<file path="config.mk">
export PLATFORM = sky130hd
export DESIGN_NAME = perf_monitor
export DESIGN_NICKNAME = d
export VERILOG_FILES = /design/src/rtl/pmu_pkg.sv /design/src/rtl/pmu_tstamp.sv /design/src/rtl/pmu_evt_sel.sv /design/src/rtl/pmu_counter.sv /design/src/rtl/perf_monitor.sv
export SDC_FILE = /design/constraint.sdc
export NUM_CORES = 1
export LEC_CHECK = 0
export BUFFER_PORTS_ARGS = -buffer_cell sky130_fd_sc_hd__buf_2
export CORE_MARGIN = 3
export CORE_UTILIZATION = 40
export DETAILED_ROUTE_END_ITERATION = 16
export MAX_ROUTING_LAYER = met4
export PLACE_DENSITY = 0.61
export SYNTH_ARGS = -nofsm -noshare
export SYNTH_HDL_FRONTEND = slang
export SYNTH_SLANG_ARGS = --single-unit
export TNS_END_PERCENT = 10
</file>
<file path="constraint.sdc">
create_clock -name clk -period 7.8 [get_ports clk]
set_clock_uncertainty 0.1 [all_clocks]
set_input_delay 1.56 -clock clk [delete_from_list [all_inputs] [get_ports clk]]
set_output_delay 1.56 -clock clk [all_outputs]
set_load 0.02 [all_outputs]
</file>
<file path="src/rtl/pmu_pkg.sv">
package pmu_pkg;
   localparam int CODE_W = 6;

   // Field layout: bit9 pin on overflow, bit8 cycle mode, bit7 user enable,
   // bit6 supervisor enable, bits 5:0 event code.
   typedef struct packed {
      logic              pin_ovf;
      logic              cyc_mode;
      logic              en_usr;
      logic              en_sys;
      logic [CODE_W-1:0] code;
   } pmu_cfg_t;

   localparam int CFG_W = $bits(pmu_cfg_t);
endpackage

</file>
<file path="src/rtl/pmu_tstamp.sv">
module pmu_tstamp #(
   parameter int TS_W = 64
) (
   input  logic            clk,
   input  logic            rst_n,
   output logic [TS_W-1:0] ts
);
   generate
      if (TS_W < 8) begin : g_bad_w
         $error("pmu_tstamp: TS_W too small");
      end
   endgenerate

   always_ff @(posedge clk) begin
      if (!rst_n) ts <= '0;
      else        ts <= ts + TS_W'(1);
   end

   p_tsc_step_r1: assert property (@(posedge clk) disable iff (!rst_n)
      $past(rst_n) |-> ts == $past(ts) + TS_W'(1));
endmodule

</file>
<file path="src/rtl/pmu_evt_sel.sv">
module pmu_evt_sel
   import pmu_pkg::*;
#(
   parameter int NUM_EVT = 42,
   parameter int OCC_W   = 2
) (
   input  logic                     clk,
   input  logic                     rst_n,
   input  pmu_cfg_t                 cfg,
   input  logic [NUM_EVT*OCC_W-1:0] evt_occ,
   input  logic [1:0]               priv,
   output logic [OCC_W-1:0]         inc
);
   generate
      if (NUM_EVT > (1 << CODE_W)) begin : g_bad_n
         $error("pmu_evt_sel: NUM_EVT exceeds event code space");
      end
   endgenerate

   logic [OCC_W-1:0] lane;
   logic             allowed;

   // Codes at or above NUM_EVT match no lane and leave lane at zero.
   always_comb begin
      lane = '0;
      for (int k = 0; k < NUM_EVT; k++) begin
         if (cfg.code == CODE_W'(k)) lane = evt_occ[k*OCC_W +: OCC_W];
      end
   end

   assign allowed = (priv == 2'd3) ? cfg.en_usr : cfg.en_sys;

   always_comb begin
      if (!allowed)         inc = '0;
      else if (cfg.cyc_mode) inc = OCC_W'(lane != '0);
      else                  inc = lane;
   end

   p_bad_code_r9: assert property (@(posedge clk) disable iff (!rst_n)
      (int'(cfg.code) >= NUM_EVT) |-> inc == '0);
   p_priv_gate_r6: assert property (@(posedge clk) disable iff (!rst_n)
      ((priv == 2'd3 && !cfg.en_usr) || (priv != 2'd3 && !cfg.en_sys)) |-> inc == '0);
   p_cyc_unit_r8: assert property (@(posedge clk) disable iff (!rst_n)
      cfg.cyc_mode |-> inc <= OCC_W'(1));
endmodule

</file>
<file path="src/rtl/pmu_counter.sv">
module pmu_counter #(
   parameter int CNT_W = 40,
   parameter int INC_W = 2
) (
   input  logic             clk,
   input  logic             rst_n,
   input  logic             wr_en,
   input  logic [CNT_W-1:0] wr_val,
   input  logic [INC_W-1:0] inc,
   input  logic             pin_ovf,
   output logic [CNT_W-1:0] cnt,
   output logic             pin
);
   generate
      if (INC_W >= CNT_W) begin : g_bad_w
         $error("pmu_counter: increment wider than counter");
      end
   endgenerate

   logic [CNT_W:0] sum;
   logic           wrap;

   assign sum  = {1'b0, cnt} + (CNT_W + 1)'(inc);
   assign wrap = sum[CNT_W];

   always_ff @(posedge clk) begin
      if (!rst_n) begin
         cnt <= '0;
         pin <= 1'b0;
      end else if (wr_en) begin
         cnt <= wr_val;
         pin <= 1'b0;
      end else begin
         cnt <= sum[CNT_W-1:0];
         pin <= pin_ovf ? wrap : (inc != '0);
      end
   end

   p_wr_load_r4: assert property (@(posedge clk) disable iff (!rst_n)
      wr_en |=> cnt == $past(wr_val));
   p_step_r7: assert property (@(posedge clk) disable iff (!rst_n)
      !wr_en |=> cnt == $past(cnt) + CNT_W'($past(inc)));
   p_pin_quiet_r10: assert property (@(posedge clk) disable iff (!rst_n)
      (!wr_en && inc == '0) |=> !pin);
endmodule

</file>
<file path="src/rtl/perf_monitor.sv">
module perf_monitor
   import pmu_pkg::*;
#(
   parameter int              TS_W     = 64,
   parameter int              CNT_W    = 40,
   parameter int              N_CNT    = 2,
   parameter int              NUM_EVT  = 42,
   parameter int              OCC_W    = 2,
   parameter int              IDX_W    = 8,
   parameter int              DATA_W   = 64,
   parameter int              FIELD_W  = 16,
   parameter logic [IDX_W-1:0] IDX_CTL  = 8'h11,
   parameter logic [IDX_W-1:0] IDX_CNT0 = 8'h12
) (
   input  logic                     clk,
   input  logic                     rst_n,
   input  logic                     reg_wr_en,
   input  logic [IDX_W-1:0]         reg_idx,
   input  logic [DATA_W-1:0]        reg_wdata,
   output logic [DATA_W-1:0]        reg_rdata,
   input  logic [NUM_EVT*OCC_W-1:0] evt_occ,
   input  logic [1:0]               priv,
   output logic [TS_W-1:0]          tsc_value,
   output logic [N_CNT-1:0]         mon_pin
);
   localparam int CTL_USED = N_CNT * FIELD_W;

   generate
      if (CTL_USED > DATA_W / 2) begin : g_bad_ctl
         $error("perf_monitor: configuration fields overrun the control word");
      end
      if (CNT_W > DATA_W) begin : g_bad_cnt
         $error("perf_monitor: counter wider than data port");
      end
      if (CFG_W > FIELD_W) begin : g_bad_fld
         $error("perf_monitor: field narrower than configuration");
      end
   endgenerate

   pmu_cfg_t         cfg_q [N_CNT];
   logic [CNT_W-1:0] cnt_q [N_CNT];
   logic             ctl_wr;

   assign ctl_wr = reg_wr_en && (reg_idx == IDX_CTL);

   always_ff @(posedge clk) begin
      for (int i = 0; i < N_CNT; i++) begin
         if (!rst_n)      cfg_q[i] <= '0;
         else if (ctl_wr) cfg_q[i] <= pmu_cfg_t'(reg_wdata[i*FIELD_W +: CFG_W]);
      end
   end

   pmu_tstamp #(.TS_W(TS_W)) u_tstamp (
      .clk   (clk),
      .rst_n (rst_n),
      .ts    (tsc_value)
   );

   for (genvar g = 0; g < N_CNT; g++) begin : g_ctr
      logic [OCC_W-1:0] inc;
      logic             cnt_wr;

      assign cnt_wr = reg_wr_en && (reg_idx == IDX_CNT0 + IDX_W'(g));

      pmu_evt_sel #(.NUM_EVT(NUM_EVT), .OCC_W(OCC_W)) u_sel (
         .clk     (clk),
         .rst_n   (rst_n),
         .cfg     (cfg_q[g]),
         .evt_occ (evt_occ),
         .priv    (priv),
         .inc     (inc)
      );

      pmu_counter #(.CNT_W(CNT_W), .INC_W(OCC_W)) u_cnt (
         .clk     (clk),
         .rst_n   (rst_n),
         .wr_en   (cnt_wr),
         .wr_val  (reg_wdata[CNT_W-1:0]),
         .inc     (inc),
         .pin_ovf (cfg_q[g].pin_ovf),
         .cnt     (cnt_q[g]),
         .pin     (mon_pin[g])
      );

      p_ctl_keeps_cnt_r11: assert property (@(posedge clk) disable iff (!rst_n)
         (ctl_wr && inc == '0) |=> cnt_q[g] == $past(cnt_q[g]));
   end

   always_comb begin
      reg_rdata = '0;
      if (reg_idx == IDX_CTL) begin
         for (int i = 0; i < N_CNT; i++) reg_rdata[i*FIELD_W +: CFG_W] = cfg_q[i];
      end
      for (int i = 0; i < N_CNT; i++) begin
         if (reg_idx == IDX_CNT0 + IDX_W'(i)) reg_rdata = DATA_W'(cnt_q[i]);
      end
   end
endmodule

</file>
Word level (Yosys, flattened, before mapping)
Memory sizes are Yosys's and may differ from the RTL's.
Index checks and enable logic that the tools add are counted.
Cells by class
  reduce and logical (&&, ||, !) cells: 11
  equality and inequality tests: 86
  mux-type cells: 104
  bitwise gates (word level): 3
  $add $sub $neg: 3
Operator list (number)
  $eq A6 B5 Y1 const B: 32
  $mux W2: 88
  $eq A6 B6 Y1 const B: 20
  $mux W40: 3
  $eq A6 B4 Y1 const B: 16
  $add A40 B2 Y41: 2
  $add A64 B1 Y64 const B: 1
  $mux W64: 1
  $eq A6 B3 Y1 const B: 8
  $mux W10: 4
  $eq A6 B2 Y1 const B: 4
  $eq A8 B5 Y1 const B: 3
  $eq A6 B1 Y1 const B: 2
  $logic_not A6 Y1: 2
  $mux W1: 8
  $reduce_bool A2 Y1: 4
  $reduce_or A2 Y1: 2
  $logic_and A1 B1 Y1: 3
  $eq A2 B2 Y1 const B: 1
  $or A1 B1 Y1: 2
  $not A1 Y1: 1
Word-level totals
  memories: 1
  bits of input ports: 161
  word-level logic and storage cells: 213
  output and inout port bits: 130
  memory bits (writable): 20
  register bits: 146
Memories
  cfg_q: depth 2, bits a word 10, rd ports 2, clocked after Yosys merged registers in 0, write ports 2, line perf_monitor.sv:40  | pmu_cfg_t cfg_q [N_CNT];

Longest topological paths before layout
An unclocked memory read counts as a cell.
  word-level depth: 49
  depth in mapped cells: 23
  depth with buffers taken out: 20

Hierarchy
From an unflattened synthesis, not the netlist that was laid out.
Unflattened totals
  cells, all modules: 1549
  area, all modules: 12411.9 µm²
By module, submodules not included
  pmu_tstamp: seq. area each 1281.2 µm², cells an instance 341, area each 2894.0 µm², times used 1
  pmu_evt_sel: seq. area each 0.0 µm², cells an instance 210, area each 1432.6 µm², times used 2
  pmu_counter at g_ctr[0].u_cnt: seq. area each 820.8 µm², cells an instance 322, area each 2533.7 µm², times used 1
  pmu_counter at g_ctr[1].u_cnt: seq. area each 820.8 µm², cells an instance 276, area each 2338.5 µm², times used 1
  perf_monitor: seq. area each 600.6 µm², cells an instance 190, area each 1780.5 µm², times used 1

Least setup slack after synthesis
OpenSTA, ideal clock, no wires.
  path kind: input-to-reg
  from: input port evt_occ[39]
  to: register g_ctr[0].u_cnt.cnt[36]
  slack: 2.513 ns
  library setup time: 0.128 ns
  stages on the path: 20
  arrival time: 5.060 ns
  required time: 7.572 ns
  path buffers: 0
  path through: mux2i_1 > a2111o_1 > a32o_1 > o211ai_1 > o211ai_1 > nand3_1 > a32oi_1 > o21a_1 > o21ai_0 > ha_1 > inv_1 > fa_1 > nor2_1 > nand2_2 > or4_4 > nor2_4 > nand3_1 > xnor2_1 > mux2i_1 > nor2_1
On the way
  cells in the longest elaborated chain, start to end: 28
RTL lines
  start: declaration: line perf_monitor.sv:21  | input logic [NUM_EVT*OCC_W-1:0] evt_occ,
  $mux W2 * (23 in series): line pmu_evt_sel.sv:27  | if (cfg.code == CODE_W'(k)) lane = evt_occ[k*OCC_W +: OCC_W];
  $reduce_bool A2 Y1: line pmu_evt_sel.sv:35  | else if (cfg.cyc_mode) inc = OCC_W'(lane != '0);
  $mux W2 *: line pmu_evt_sel.sv:35
  $mux W2 *: line pmu_evt_sel.sv:34  | if (!allowed) inc = '0;
  $add A40 B2 Y41 *: line pmu_counter.sv:23  | assign sum = {1'b0, cnt} + (CNT_W + 1)'(inc);
  $mux W40 *: line pmu_counter.sv:30  | end else if (wr_en) begin
  end signal: assignment: line pmu_counter.sv:31  | cnt <= wr_val;
  end signal: assignment: line pmu_counter.sv:34  | cnt <= sum[CNT_W-1:0];
  end: declaration: line pmu_counter.sv:11  | output logic [CNT_W-1:0] cnt,
Mark *: on every way between the ends. The rest lies on a longest branch, timed or not.
A chain may end at the register's enable or synchronous reset.

==> flow_summary.json <==
{
  "dp_slack_ps": 1760,
  "clockPowerShare_pct": 42.4,
  "synth_edf_count": 20,
  "die_w_um": 172.9,
  "synth-async-reset-ratio_pct": 0,
  "slew_headroom_pct": 23.83,
  "p_sw_share_pct": 29.09,
  "design_area_um2": 13060,
  "holdWs_ps": 369.7,
  "place_hpwl_um": 29170,
  "ys_seq_area_share_pct": 31.61,
  "post-route-period-util_pct": 73.05,
  "initial_utilization_pct": 41.01,
  "critical_path.max_fanout": 23,
  "grt_max_degree": 66,
  "cts_buffers": 17,
  "route.detailed.drc": 0,
  "setup_viol": 0,
  "crit_slowest_cell": "nor4bb_1",
  "timing.setup.tns_ps": 0,
  "hold_buffers": 0,
  "place_congestion": 0.9668,
  "die_area_um2": 29900,
  "cts_root_buf": "clkbuf_16",
  "overflow": 0,
  "port_buffers": 242,
  "slowest_delay_ps": 920,
  "yosysWarnings": 0,
  "routed_via_density": 5.636,
  "cts.sinks": 166,
  "drtAntennaViolNets": 0,
  "avgSynthCellArea_um2": 8.036,
  "p_seq_share_pct": 45.0,
  "outcome": "finished, final reports clean",
  "ctsResizeCount": 0,
  "cts_tree": "yes",
  "slew_viol_final": 0,
  "worstSkewPairLatency_ps": 440,
  "drt_iter0_drc": 848,
  "cts_setup_buffers": 0,
  "drt-pass1-iter-count": 5,
  "cts_buffer_depth": 2,
  "htreeDepth": 4,
  "wl_per_cell_um": 19.92,
  "antenna_found_initial": 4,
  "ios": 291,
  "ys_seq_elements": 166,
  "syn_to_final_growth_pct": 17.15,
  "synth_ff_type": "dfxtp_1",
  "path_clk_slew_ps": 80,
  "crit_top_cell": "nand3_1",
  "holdCritPathClass": "reg -> reg",
  "end_kind": "register",
  "worst_pin_slew_ps": 1142,
  "fp.dieH_um": 172.9,
  "comb_power_share_pct": 12.6,
  "synth_cell_type_count": 85,
  "synth_commonest_cells": "nor2_1 (202), dfxtp_1 (146), nand2_1 (96), nand3_1 (70), xor2_1 (63)",
  "synthTopCellsByArea": "dfxtp_1 (26%), nor2_1 (6.8%), edfxtp_1 (5.4%)",
  "groute.usage.overall_pct": 26.00,
  "switching_power_w": 0.0005780,
  "period_needed_ps": 5698,
  "drive_above_1_share_pct": 23.25,
  "nets": 1738,
  "maxCapViolCount": 0,
  "path_class": "reg -> reg",
  "fin_ws_ps": 2102,
  "cp-start-kind": "register",
  "syn_inst": 1387,
  "worstPathArrival_ps": 5960,
  "std_cell_rows": 60,
  "hold_viol": 0,
  "hold-path-cell-count": 1,
  "leakagePower_nw": 5.071,
  "num_vias": 11040,
  "core_area_um2": 27180,
  "syn_area_um2": 11150,
  "crit_chain": "nor4bb_1 > nand3_1 > a21oi_1 > a311oi_1 > nand3_1 > nand4b_1 > o21ai_0 > a22oi_1 > nor2_1 > ha_1 > fa_1 > nand3_1 > or2_2 > nor3_2 > nand2_1 > or3_1 > nor4_1 > o211ai_1 > nor2_1",
  "yosysMostFrequentCell": "nor2_1",
  "peakVddDrop_mv": 0.1205,
  "r2r_cells": 19,
  "grt_pass1_wl_um": 60910,
  "power.density_nw_per_um2": 152.2,
  "wirelength_um": 39030,
  "placed_area_um2": 12470,
  "rsz0062_at_grt": "no",
  "fin_util_pct": 48.05,
  "yosysTopAreaCellShare_pct": 26.22,
  "internal_power_w": 0.001409,
  "fmax_ghz": 0.1755,
  "synth_top_cell_by_area": "dfxtp_1",
  "grt_pass1_vias": 10409,
  "required_ps": 8070
}
## power by group through the flow
| stage | clock network, W | registers (W) | logic, W |
|---|---|---|---|
| after floorplan | 0 | 0.000904 | 0.000157 |
| after global placement | 0 | 0.000913 | 0.000246 |
| after detailed placement | 0 | 0.000913 | 0.000245 |
| after CTS | 0.000858 | 0.000894 | 0.000247 |
| after global routing | 0.000892 | 0.000896 | 0.000269 |
| final | 0.000842 | 0.000894 | 0.000251 |
## critical path, delay by kind of cell, from the launching register on
kind            cells  cell delay [ps]
fa+ha+maj           2              430
simple gates       12             3480
compound gates      5              700
flops               1              910
## sequential cells by signal, indices dropped and copies added, names as in the netlist
signal           count
g_ctr.u_cnt.pin      2
u_tstamp.ts         64
g_ctr.u_cnt.cnt     80
cfg_q               20
## cell type report
type | instances | area (um^2)
Inverter | 34 | 128.9
Clock buffer | 19 | 452.9
Clock inverter | 13 | 128.9
Tap cell | 372 | 465.4
Sequential cell | 166 | 3523
Fill cell | 2810 | 14120
Multi-Input combinational cell | 1094 | 7024
Antenna cell | 4 | 10.01
Timing Repair Buffer | 257 | 1324
## cell usage in the layout, fill, tap and decap left out, drive strengths merged, types with 24 or more instances in the layout
cell type  count
nor2         204
xnor2         58
and3          34
dfxtp        146
mux2          31
a21oi         51
and2          27
a211oi        61
xor2          63
o21ai         58
inv           41
nand3         74
buf          257
nor3          33
a22oi         27
nand2         97
conb          24
## path summary, 6_finish.rpt
kind                  start                 end  slack [ps]
max             cfg_q[1][3]  g_ctr[1].u_cnt.pin        2100
min          u_tstamp.ts[0]      u_tstamp.ts[0]         370
max reg2reg     cfg_q[1][3]  g_ctr[1].u_cnt.pin        2100
min reg2reg  u_tstamp.ts[0]      u_tstamp.ts[0]         370
## cell families (layout without fill, tap and decap cells)
| group | after synthesis | count (layout) | share of synthesized area (%) |
|---|---|---|---|
| and+or+nand+nor | 571 | 571 | 26.34 |
| AOI/OAI and AO/OA | 313 | 313 | 19.21 |
| DFF | 166 | 166 | 31.61 |
| buffers and inverters | 150 | 323 | 6.264 |
| xor gates and xnor gates | 121 | 121 | 9.508 |
| muxes | 58 | 58 | 6.118 |
| adders and majority gates | 7 | 7 | 0.9205 |
| other | 1 | 28 | 0.03365 |
## routing by layer
| layer | up-vias | global-route usage, % | share of wire [%] |
|---|---|---|---|
| met2 | 466 | 40.42 | 46 |
| li1 | 5318 | - | - |
| met1 | 5190 | 34.67 | 45 |
| met5 | - | - | 0 |
| met4 | 0 | 8.378 | 2.8 |
| met3 | 66 | 4.260 | 6.8 |
## metrics by stage
stage          cells  power [W]
2_1_floorplan   1410   0.001061
3_3_place_gp    1923   0.001159
3_5_place_dp    1923   0.001159
4_1_cts         1955   0.001999
5_1_grt         1959   0.002058
6_report        1959   0.001987
No activity file was read; power rests on OpenSTA's default activity.
